<file path="config.mk">
export PLATFORM = sky130hd
export DESIGN_NAME = pkt_page_alloc
export DESIGN_NICKNAME = d
export VERILOG_FILES = /design/src/rtl/pkt_page_alloc_pkg.sv /design/src/rtl/pkt_page_alloc_dp.sv /design/src/rtl/pkt_page_alloc_ctrl.sv /design/src/rtl/pkt_page_alloc.sv
export SDC_FILE = /design/constraint.sdc
export NUM_CORES = 1
export LEC_CHECK = 0
export BUFFER_PORTS_ARGS = -buffer_cell sky130_fd_sc_hd__buf_2
export CAP_MARGIN = 20
export CORE_AREA = 2 2 107 109
export CTS_CLUSTER_SIZE = 16
export DETAILED_ROUTE_END_ITERATION = 7
export DIE_AREA = 0 0 109 111
export HOLD_SLACK_MARGIN = 0.02
export PLACE_DENSITY_LB_ADDON = 0.15
export SYNTH_ARGS = -nofsm -noshare
export SYNTH_HDL_FRONTEND = slang
export SYNTH_SLANG_ARGS = --single-unit
</file>
<file path="constraint.sdc">
create_clock -name clk -period 4.3 [get_ports clk]
set_clock_uncertainty 0.05 [all_clocks]
set_input_delay 0.43 -clock clk [delete_from_list [all_inputs] [get_ports clk]]
set_output_delay 0.43 -clock clk [all_outputs]
set_load 0.03 [all_outputs]
</file>
<file path="src/rtl/pkt_page_alloc_pkg.sv">
package pkt_page_alloc_pkg;

  typedef enum logic {
    OP_ALLOC   = 1'b0,
    OP_RELEASE = 1'b1
  } cmd_op_e;

  // strobes from control to datapath; never both high in one cycle
  typedef struct packed {
    logic grantEn;
    logic releaseEn;
  } dp_strobe_t;

endpackage

</file>
<file path="src/rtl/pkt_page_alloc_dp.sv">
module pkt_page_alloc_dp
  import pkt_page_alloc_pkg::*;
#(
  parameter int NUM_PKTS  = 16,
  parameter int NUM_PAGES = 32,
  parameter int NEED_W    = 6,
  localparam int PKT_W    = $clog2(NUM_PKTS),
  localparam int CNT_W    = $clog2(NUM_PAGES + 1)
) (
  input  logic              clk,
  input  logic              rstN,
  input  dp_strobe_t        strb,
  input  logic [NEED_W-1:0] needPages,
  input  logic [PKT_W-1:0]  relPkt,
  output logic              canGrant,
  output logic [PKT_W-1:0]  grantPkt,
  output logic              relHit,
  output logic [CNT_W-1:0]  freePages,
  output logic [NUM_PKTS-1:0] inUse
);

  localparam int CMP_W = CNT_W + NEED_W;

  logic [CNT_W-1:0] pageCnt [NUM_PKTS];
  logic             anyFree;
  logic [CMP_W-1:0] freeWide;
  logic [CMP_W-1:0] needWide;

  // lowest-numbered free packet: scan from the top so the lowest wins
  always_comb begin
    anyFree  = 1'b0;
    grantPkt = '0;
    for (int i = NUM_PKTS - 1; i >= 0; i--) begin
      if (!inUse[i]) begin
        anyFree  = 1'b1;
        grantPkt = PKT_W'(i);
      end
    end
  end

  assign freeWide = CMP_W'(freePages);
  assign needWide = CMP_W'(needPages);
  assign canGrant = anyFree && (freeWide >= needWide);
  assign relHit   = inUse[relPkt];

  always_ff @(posedge clk) begin
    if (!rstN) begin
      inUse     <= '0;
      freePages <= CNT_W'(NUM_PAGES);
    end else if (strb.grantEn) begin
      inUse[grantPkt] <= 1'b1;
      freePages       <= freePages - CNT_W'(needPages);
    end else if (strb.releaseEn) begin
      inUse[relPkt] <= 1'b0;
      freePages     <= freePages + pageCnt[relPkt];
    end
  end

  generate
    for (genvar g = 0; g < NUM_PKTS; g++) begin : g_cnt
      always_ff @(posedge clk) begin
        if (!rstN) begin
          pageCnt[g] <= '0;
        end else if (strb.grantEn && grantPkt == PKT_W'(g)) begin
          pageCnt[g] <= CNT_W'(needPages);
        end
      end
    end
  endgenerate

endmodule

</file>
<file path="src/rtl/pkt_page_alloc_ctrl.sv">
module pkt_page_alloc_ctrl
  import pkt_page_alloc_pkg::*;
#(
  parameter int BYTE_W     = 13,
  parameter int PAGE_BYTES = 256,
  parameter int NUM_PKTS   = 16,
  localparam int PAGE_SHIFT = $clog2(PAGE_BYTES),
  localparam int NEED_W     = BYTE_W + 1 - PAGE_SHIFT,
  localparam int PKT_W      = $clog2(NUM_PKTS)
) (
  input  logic              clk,
  input  logic              rstN,
  input  logic              cmdValid,
  input  logic              cmdOp,
  input  logic [BYTE_W-1:0] cmdBytes,
  input  logic              canGrant,
  input  logic [PKT_W-1:0]  grantPkt,
  input  logic              relHit,
  output dp_strobe_t        strb,
  output logic [NEED_W-1:0] needPages,
  output logic              allocDone,
  output logic              resultFail,
  output logic [PKT_W-1:0]  resultPkt
);

  logic              pending;
  logic              isAlloc;
  logic              isRel;
  logic [BYTE_W:0]   roundUp;
  logic [NEED_W-1:0] reqPages;

  assign isAlloc = cmdValid && (cmd_op_e'(cmdOp) == OP_ALLOC);
  assign isRel   = cmdValid && (cmd_op_e'(cmdOp) == OP_RELEASE);

  // round the byte count up to whole pages; zero bytes still needs a page
  assign roundUp  = {1'b0, cmdBytes} + (BYTE_W + 1)'(PAGE_BYTES - 1);
  assign reqPages = (roundUp[BYTE_W:PAGE_SHIFT] == '0) ? NEED_W'(1)
                                                      : roundUp[BYTE_W:PAGE_SHIFT];

  // a command owns its cycle; grant attempts run only on idle cycles
  always_comb begin
    strb           = '0;
    strb.releaseEn = isRel && relHit;
    strb.grantEn   = !cmdValid && pending && canGrant;
  end

  always_ff @(posedge clk) begin
    if (!rstN) begin
      pending    <= 1'b0;
      allocDone  <= 1'b0;
      resultFail <= 1'b1;
      resultPkt  <= '0;
      needPages  <= '0;
    end else if (isAlloc) begin
      pending    <= 1'b1;
      allocDone  <= 1'b0;
      resultFail <= 1'b1;
      needPages  <= reqPages;
    end else if (strb.grantEn) begin
      pending    <= 1'b0;
      allocDone  <= 1'b1;
      resultFail <= 1'b0;
      resultPkt  <= grantPkt;
    end
  end

endmodule

</file>
<file path="src/rtl/pkt_page_alloc.sv">
module pkt_page_alloc
  import pkt_page_alloc_pkg::*;
#(
  parameter int NUM_PKTS   = 16,
  parameter int NUM_PAGES  = 32,
  parameter int PAGE_BYTES = 256,
  parameter int BYTE_W     = 13,
  localparam int PKT_W      = $clog2(NUM_PKTS),
  localparam int CNT_W      = $clog2(NUM_PAGES + 1),
  localparam int NEED_W     = BYTE_W + 1 - $clog2(PAGE_BYTES)
) (
  input  logic              clk,
  input  logic              rstN,
  input  logic              cmdValid,
  input  logic              cmdOp,
  input  logic [BYTE_W-1:0] cmdBytes,
  input  logic [PKT_W-1:0]  cmdPkt,
  input  logic              intMask,
  output logic              allocDone,
  output logic              resultFail,
  output logic [PKT_W-1:0]  resultPkt,
  output logic              irq
);

  dp_strobe_t         strb;
  logic [NEED_W-1:0]  needPages;
  logic               canGrant;
  logic [PKT_W-1:0]   grantPkt;
  logic               relHit;
  logic [CNT_W-1:0]   freePages;
  logic [NUM_PKTS-1:0] inUse;

  pkt_page_alloc_ctrl #(
    .BYTE_W(BYTE_W), .PAGE_BYTES(PAGE_BYTES), .NUM_PKTS(NUM_PKTS)
  ) ctrl_i (
    .clk(clk), .rstN(rstN), .cmdValid(cmdValid), .cmdOp(cmdOp),
    .cmdBytes(cmdBytes), .canGrant(canGrant), .grantPkt(grantPkt),
    .relHit(relHit), .strb(strb), .needPages(needPages),
    .allocDone(allocDone), .resultFail(resultFail), .resultPkt(resultPkt)
  );

  pkt_page_alloc_dp #(
    .NUM_PKTS(NUM_PKTS), .NUM_PAGES(NUM_PAGES), .NEED_W(NEED_W)
  ) dp_i (
    .clk(clk), .rstN(rstN), .strb(strb), .needPages(needPages),
    .relPkt(cmdPkt), .canGrant(canGrant), .grantPkt(grantPkt),
    .relHit(relHit), .freePages(freePages), .inUse(inUse)
  );

  assign irq = allocDone & intMask;

endmodule

</file>
==> impl_metrics.ini, run 1 <==
[floorplan]
core_area_mm2 = 0.0111
initial_core_utilization_pct = 58.3
floorplan.rows = 39
io-pin-count = 29
die_height_um = 111
die-width_um = 109
die-area_mm2 = 0.0121

[synth]
synthDominantAreaCellType = sky130_fd_sc_hd__edfxtp_1
synth.most_common_cell = sky130_fd_sc_hd__nor2_1
synth_fp_nets = 589
commonest_register_cell_after_synthesis = sky130_fd_sc_hd__edfxtp_1
yosysWarnings = 0
main_area_contributors_after_synthesis = sky130_fd_sc_hd__edfxtp_1 45%, sky130_fd_sc_hd__mux4_2 12%, sky130_fd_sc_hd__dfxtp_1 11%, sky130_fd_sc_hd__nor2_1 6.5%, sky130_fd_sc_hd__nand2_1 2.5%
yosys.area.top_type_share_pct = 44.7
synthDistinctLibCells = 51
yosys_register_bits = 131
post_synth_instance_area_mm2 = 0.00645
postSynth.asyncResetShare_pct = 0
avgSynthCellArea_um2 = 11.7
post_synth_inst_count = 554
synth_common_cells = 112 x sky130_fd_sc_hd__nor2_1, 96 x sky130_fd_sc_hd__edfxtp_1, 43 x sky130_fd_sc_hd__nand2_1
seq_area_frac_synth_pct = 55.5
synth_enable_flop_cells = 96

[clock_tree]
ctsRootBufferMaster = sky130_fd_sc_hd__clkbuf_16
tritoncts_clock_tree = done
cts_repair_resize_count = 0
postCtsSetupBuffers = 0
h_tree_levels = 4
clk_pin_slew_worst_paths_ps = 50
clock_path_buffers = 2
cts_hold_buffers_added = 0
clock_insertion_delay_worst_skew_ps = 420
cts_made_buffers = 17
cts.sink_count = 131

[power_and_ir_drop]
part_of_the_power_in_registers_pct = 47.4
power_uw = 3040
irDropWorstVdd_uv = 286
total_switching_power_uw = 725
power_density_mw_per_mm2 = 419
p_comb_share_pct = 8.8
leakage_uw = 0.00245
share_clk_of_total_power_pct = 43.8
p_sw_share_pct = 23.9
power_report.internal_total_uw = 2310

[place]
dp_slack_ps = 732
postPlaceCellArea_mm2 = 0.00669
port-buffer-count = 28
routabilityCongestion = 0.947
detailedPlacementHpwl_mm = 11.8

[route]
detail_route.drc_violations = 0
wl_per_cell_um = 22.4
drtIter0Drc = 632
vias = 4757
routed_via_density = 6.45
detail_route.wirelength_mm = 16.5
drt.antenna.violating_nets = 0
first_pass_iteration_count_of_the_detailed_router = 5

[timing]
setup_viol = 0
final_min_period_over_clock_period_pct = 76.2
achievable-frequency_ghz = 0.305
slew_viol_final = 0
worst_hold_margin_ps = 265
final-hold-violation-count = 0
final.setup.worst_slack_ps = 1020
worst-slew-pin-transition_ps = 789
relSlewSlack_pct = 47.3
setup_repair_after_global_routing_missed_its_margin = false
total_negative_setup_slacks_ps = 0
time_the_worst_path_needs_with_i_o_delays_and_setup_ps = 3280

[final_layout]
nets = 617
stdcell_area_mm2 = 0.00724
area_growth_synth_to_finish_pct = 12.2
post_route_cells_drive_above_1_share_pct = 18.8
n_fill_cell = 848
antenna_cells = 0

[global_route]
gr-max-usage-layer = met2
first_pass_grt_wire_length_mm = 25.9
grt_start_max_net_pins = 43
grt_use_met2_pct = 43.1
met1_track_usage_gr_pct = 42.5
grt.met3_usage_pct = 8.52
via_count_of_the_first_global_routing_pass = 4490
grt_antenna_before_repair = 0
overflow = 0
grt_usage_pct = 29.8

[job]
cap_viol_max_count = 0

[worst_setup_path]
startpoint_type = flip-flop
critPathCaptureType = flip-flop
arrival_ps = 3320
worst_ep_required_time_ps = 4340
timing.setup.critical_path_class = reg2reg
critical_path_peak_fanout = 10

[status]
outcome = finished clean

[worst_hold_path]
hold_path_class = in2reg
==> power by group through the flow <==
| stage | Clock (µW) | Combinational [µW] | Sequential, µW |
|---|---|---|---|
| after global placement | 0 | 257 | 1460 |
| after floorplan | 0 | 195 | 1440 |
| after detailed placement | 0 | 263 | 1460 |
| after global routing | 1390 | 293 | 1440 |
| after CTS | 1330 | 266 | 1440 |
| final | 1330 | 268 | 1440 |
==> through the flow <==
stage,utilization [%],cells
2_1_floorplan,-,554
3_3_place_gp,60.4,705
3_5_place_dp,60.4,705
4_1_cts,65.3,737
5_1_grt,65.4,738
6_report,65.4,738
==> worst paths after layout <==
check | end | slack (ps) | cells after the start | startpoint
max | dp_i.pageCnt[7][3] | 1020 | 8 | ctrl_i.needPages[0]
min | ctrl_i.needPages[5] | 270 | 3 | cmdBytes[12]
max reg2reg | dp_i.pageCnt[7][3] | 1020 | 8 | ctrl_i.needPages[0]
min reg2reg | ctrl_i.resultPkt[3] | 400 | 2 | ctrl_i.resultPkt[3]
==> cell families after synthesis <==
group | count (synthesis) | synth area share [%]
AND/OR/NAND/NOR | 213 | 14.6
flip-flops | 131 | 55.5
AO/OA/AOI/OAI | 92 | 9.23
buffers and inverters | 53 | 3.68
multiplexers | 40 | 12.6
adder cells (fa/ha/maj) | 13 | 2.75
XOR/XNOR | 12 | 1.63
==> flip-flops by register name, summed over array words and instances, names as in the netlist <==
| register | cells |
|---|---|
| dp_i.inUse | 16 |
| ctrl_i.pending | 1 |
| ctrl_i.allocDone | 1 |
| ctrl_i.resultPkt | 4 |
| dp_i.pageCnt | 96 |
| dp_i.freePages | 6 |
| ctrl_i.resultFail | 1 |
| ctrl_i.needPages | 6 |
==> critical path, cell delays in order, from the launching register on <==
cell and delay (ps):
sky130_fd_sc_hd__dfxtp_1 360, sky130_fd_sc_hd__ha_1 250, sky130_fd_sc_hd__fa_1 420, sky130_fd_sc_hd__nor2b_1 130
sky130_fd_sc_hd__o21ai_1 120, sky130_fd_sc_hd__a31oi_2 440, sky130_fd_sc_hd__and3_1 460, sky130_fd_sc_hd__nand3_1 350
sky130_fd_sc_hd__nand2_1 370
==> layer usage <==
metal	wire length, µm	part of all wire, %
met5	0	0
met4	454	2.7
met3	1920	12
met2	7670	46
met1	6500	39
==> cell usage in the layout (no fill, tap or decap), types with 3 or more instances in the layout <==
cell type / n
sky130_fd_sc_hd__nor2_1: 112
sky130_fd_sc_hd__edfxtp_1: 96
sky130_fd_sc_hd__nand2_1: 43
sky130_fd_sc_hd__dfxtp_1: 35
sky130_fd_sc_hd__mux4_2: 33
sky130_fd_sc_hd__buf_2: 29
sky130_fd_sc_hd__inv_1: 25
sky130_fd_sc_hd__o21ai_0: 24
sky130_fd_sc_hd__a21oi_1: 24
sky130_fd_sc_hd__clkbuf_16: 17
sky130_fd_sc_hd__nand3_1: 14
sky130_fd_sc_hd__ha_1: 11
sky130_fd_sc_hd__xnor2_1: 10
sky130_fd_sc_hd__nor2b_1: 9
sky130_fd_sc_hd__nand4_1: 8
sky130_fd_sc_hd__buf_4: 8
sky130_fd_sc_hd__a311oi_1: 7
sky130_fd_sc_hd__mux2i_1: 7
sky130_fd_sc_hd__a31oi_1: 6
sky130_fd_sc_hd__and3_1: 5
sky130_fd_sc_hd__a211oi_1: 5
sky130_fd_sc_hd__clkinv_4: 5
sky130_fd_sc_hd__clkinv_2: 5
sky130_fd_sc_hd__nor3_1: 3
sky130_fd_sc_hd__or2_2: 3
sky130_fd_sc_hd__a31o_2: 3
sky130_fd_sc_hd__or3_1: 3
sky130_fd_sc_hd__o211ai_1: 3
sky130_fd_sc_hd__nand3_2: 3
sky130_fd_sc_hd__nor4_1: 3
==> final cells by class <==
class | instances | area [µm²] | area share (%)
Sequential cell | 131 | 3580 | 49.5
Tap cell | 143 | 179 | 2.47
Timing Repair Buffer | 37 | 205 | 2.83
Inverter | 25 | 93.8 | 1.30
Multi-Input combinational cell | 370 | 2630 | 36.4
Clock buffer | 19 | 433 | 5.98
Clock inverter | 13 | 114 | 1.57
Note: power is estimated with default switching activity, not from simulation.
==> run 2: changes to the inputs <==
Settings changed: ABC_AREA set to 1, CORE_AREA 2 2 107 109 to 2 2 110 112, DIE_AREA 0 0 109 111 to 0 0 112 114.
Clock period 4.3 ns to 3.2 ns, I/O delays scaled along.
==> run 2 against run 1 <==
Synthesized cell count increased by 21%. First-iteration DRC count decreased by 13%. Setup slack got worse by 650 ps. Core utilization increased by 1.6 points. Design area increased by 8.3%. Final cell count increased by 17%. Routed wire length increased by 10%. Via count increased by 13%.
==> impl_metrics.ini, run 2 <==
[floorplan]
core_area_mm2 = 0.0117
io-pin-count = 29
floorplan.rows = 40
die_height_um = 114
die-width_um = 112
initial_core_utilization_pct = 58.2
die-area_mm2 = 0.0128

[clock_tree]
cts_hold_buffers_added = 0
cts_made_buffers = 17
clock_path_buffers = 2
postCtsSetupBuffers = 0
tritoncts_clock_tree = done
cts.sink_count = 131
h_tree_levels = 4
cts_repair_resize_count = 0
clock_insertion_delay_worst_skew_ps = 420
ctsRootBufferMaster = sky130_fd_sc_hd__clkbuf_16
clk_pin_slew_worst_paths_ps = 60

[final_layout]
area_of_the_multi_input_gates_mm2 = 0.00289
register_containing_the_most_flip_flops_in_the_final_layout = dp_i.pageCnt
area_growth_synth_to_finish_pct = 15.1
antenna_cells = 0
stdcell_area_mm2 = 0.00785
layout.area.seq_mm2 = 0.00358
post_route_cells_drive_above_1_share_pct = 20.3
max_reg_flops = 96
most-common-layout-cells = 110 x sky130_fd_sc_hd__nand2_1, 96 x sky130_fd_sc_hd__edfxtp_1, 69 x sky130_fd_sc_hd__nor2_1
n_fill_cell = 932
nets = 742
final_common_cell = sky130_fd_sc_hd__nand2_1
utilization_pct = 67.0
biggestRegsByFlops = dp_i.pageCnt (96), dp_i.inUse (16)

[global_route]
grt_antenna_before_repair = 0
grt_usage_pct = 30.3
first_pass_grt_wire_length_mm = 28.8
grt_start_max_net_pins = 53
overflow = 0
via_count_of_the_first_global_routing_pass = 5140

[place]
port-buffer-count = 28
detailedPlacementHpwl_mm = 12.8
postPlaceCellArea_mm2 = 0.00721
routabilityCongestion = 0.951

[status]
outcome = finished clean

[timing]
relSlewSlack_pct = 41.8
slew_viol_final = 0
final-hold-violation-count = 0
setup_repair_after_global_routing_missed_its_margin = false
total_negative_setup_slacks_ps = 0
worst_hold_margin_ps = 162
achievable-frequency_ghz = 0.354
worst-slew-pin-transition_ps = 872
final_min_period_over_clock_period_pct = 88.4
setup_viol = 0
time_the_worst_path_needs_with_i_o_delays_and_setup_ps = 2830

[synth]
post_synth_mux_area_share_pct = 0
synth_enable_flop_cells = 96
commonest_register_cell_after_synthesis = sky130_fd_sc_hd__edfxtp_1
avgSynthCellArea_um2 = 10.2
synthDominantAreaCellType = sky130_fd_sc_hd__edfxtp_1
synthXorXnorAreaFrac_pct = 1.41
synth.most_common_cell = sky130_fd_sc_hd__nand2_1
seq_area_frac_synth_pct = 52.6
postSynth.asyncResetShare_pct = 0
largest_family_of_logic_cells_by_synthesized_area = simple AND/OR/NAND/NOR gates
post_synth_fa_ha_maj_area_fraction_pct = 2.61
main_area_contributors_after_synthesis = sky130_fd_sc_hd__edfxtp_1 42%, sky130_fd_sc_hd__dfxtp_1 10%, sky130_fd_sc_hd__nand2_1 6.1%, sky130_fd_sc_hd__a22oi_1 5.3%, sky130_fd_sc_hd__nand4_4 4.1%
yosys_register_bits = 131
post_synth_instance_area_mm2 = 0.00681
synth_fp_nets = 703
synth_common_cells = 110 x sky130_fd_sc_hd__nand2_1, 96 x sky130_fd_sc_hd__edfxtp_1, 69 x sky130_fd_sc_hd__nor2_1
yosys.area.top_type_share_pct = 42.3
yosysWarnings = 0
post_synthesis_compound_gate_area_fraction_pct = 12.9
post_synth_inst_count = 668
synthDistinctLibCells = 47
synth_simple_gate_area_share_pct = 25.5

[worst_setup_path]
worst_ep_required_time_ps = 3240
arrival_ps = 2870
source_of_the_worst_register_to_register_timing_path = dp_i.freePages[0]
worst_reg_to_reg_cells = 11
startpoint_type = flip-flop
reg2reg_setup_slack_ps = 370
timing.setup.critical_path_class = reg2reg
critical_path_peak_fanout = 8
capture_instance_of_the_worst_register_to_register_path = dp_i.pageCnt[1][0]
critPathCaptureType = flip-flop

[route]
routed_via_density = 6.19
vias = 5364
wl_per_cell_um = 21.1
detail_route.wirelength_mm = 18.3
first_pass_iteration_count_of_the_detailed_router = 6
drt.antenna.violating_nets = 0
detail_route.drc_violations = 0
drtIter0Drc = 549

[worst_hold_path]
worstHoldEndpoint = ctrl_i.needPages[5]
hold_path_class = in2reg
timing.hold.worst.start = cmdBytes[12]
worst_hold_path_cell_count = 3

[power_and_ir_drop]
leakage_uw = 0.00292
irDropWorstVdd_uv = 472
power_density_mw_per_mm2 = 561

[job]
cap_viol_max_count = 0
[run 2: cells by family (layout without fill, tap and decap cells)]
kind of cell | Yosys count | count (layout)
buf+inv | 87 | 139
compound gates | 132 | 132
xor+xnor | 11 | 11
fa+ha+maj | 13 | 13
flops | 131 | 131
simple gates | 294 | 294
[run 2: worst max path at each step]
| stage | startpoint | to | slack [ps] | cells past startpoint |
|---|---|---|---|---|
| 2_1_floorplan | cmdPkt[1] | dp_i.freePages[5] | 390 | 17 |
| 3_3_place_gp | cmdPkt[1] | dp_i.freePages[5] | 270 | 17 |
| 3_5_place_dp | cmdPkt[1] | dp_i.freePages[5] | 190 | 17 |
| 4_1_cts | dp_i.freePages[0] | dp_i.pageCnt[7][1] | 390 | 11 |
| 5_1_grt | dp_i.freePages[0] | dp_i.pageCnt[1][0] | 210 | 11 |
| 6_report | dp_i.freePages[0] | dp_i.pageCnt[1][0] | 370 | 11 |
[run 2: metrics by stage]
stage | instances | setup WS [ps] | power (µW)
floorplan | 668 | 392 | 2190
global placement | 835 | 267 | 2310
detailed placement | 835 | 191 | 2320
CTS | 867 | 386 | 4410
global route | 867 | 206 | 4530
finish | 867 | 373 | 4400
[run 2: power by group]
group,leakage (µW),total [µW],internal (µW),switching (µW)
clock,0.000302,2110,1370,732
sequential,0.00128,1910,1880,31.5
combinational,0.00134,390,124,266
total,0.00292,4400,3370,1030
[run 2: cell type report]
type | count | share of cell area (%)
clock buffer | 17 | 5.42
clock inverter | 15 | 2.70
inverter | 55 | 2.65
multi-input combinational | 450 | 36.8
sequential | 131 | 45.7
tap | 147 | 2.34
timing repair buffer | 52 | 4.40
[run 2: per-layer routing]
metal / share of wire (%) / routed length (µm) / track usage [%]
met2: 46 / 8450 / 46.7
met3: 8.9 / 1620 / 5.95
met4: 3.5 / 639 / 14.5
met5: 0 / 0 / 0
met1: 41 / 7560 / 41.8
[run 2: worst max-delay path, stage by stage, from the launching register on]
cell and delay [ps]:
sky130_fd_sc_hd__dfxtp_1 360, sky130_fd_sc_hd__inv_1 60, sky130_fd_sc_hd__ha_1 210, sky130_fd_sc_hd__fa_1 420
sky130_fd_sc_hd__nor3_1 190, sky130_fd_sc_hd__or3_1 140, sky130_fd_sc_hd__nand2_2 130, sky130_fd_sc_hd__clkinv_2 130
sky130_fd_sc_hd__nand2_4 90, sky130_fd_sc_hd__nor2_8 180, sky130_fd_sc_hd__nand4_4 210, sky130_fd_sc_hd__nand2_1 320
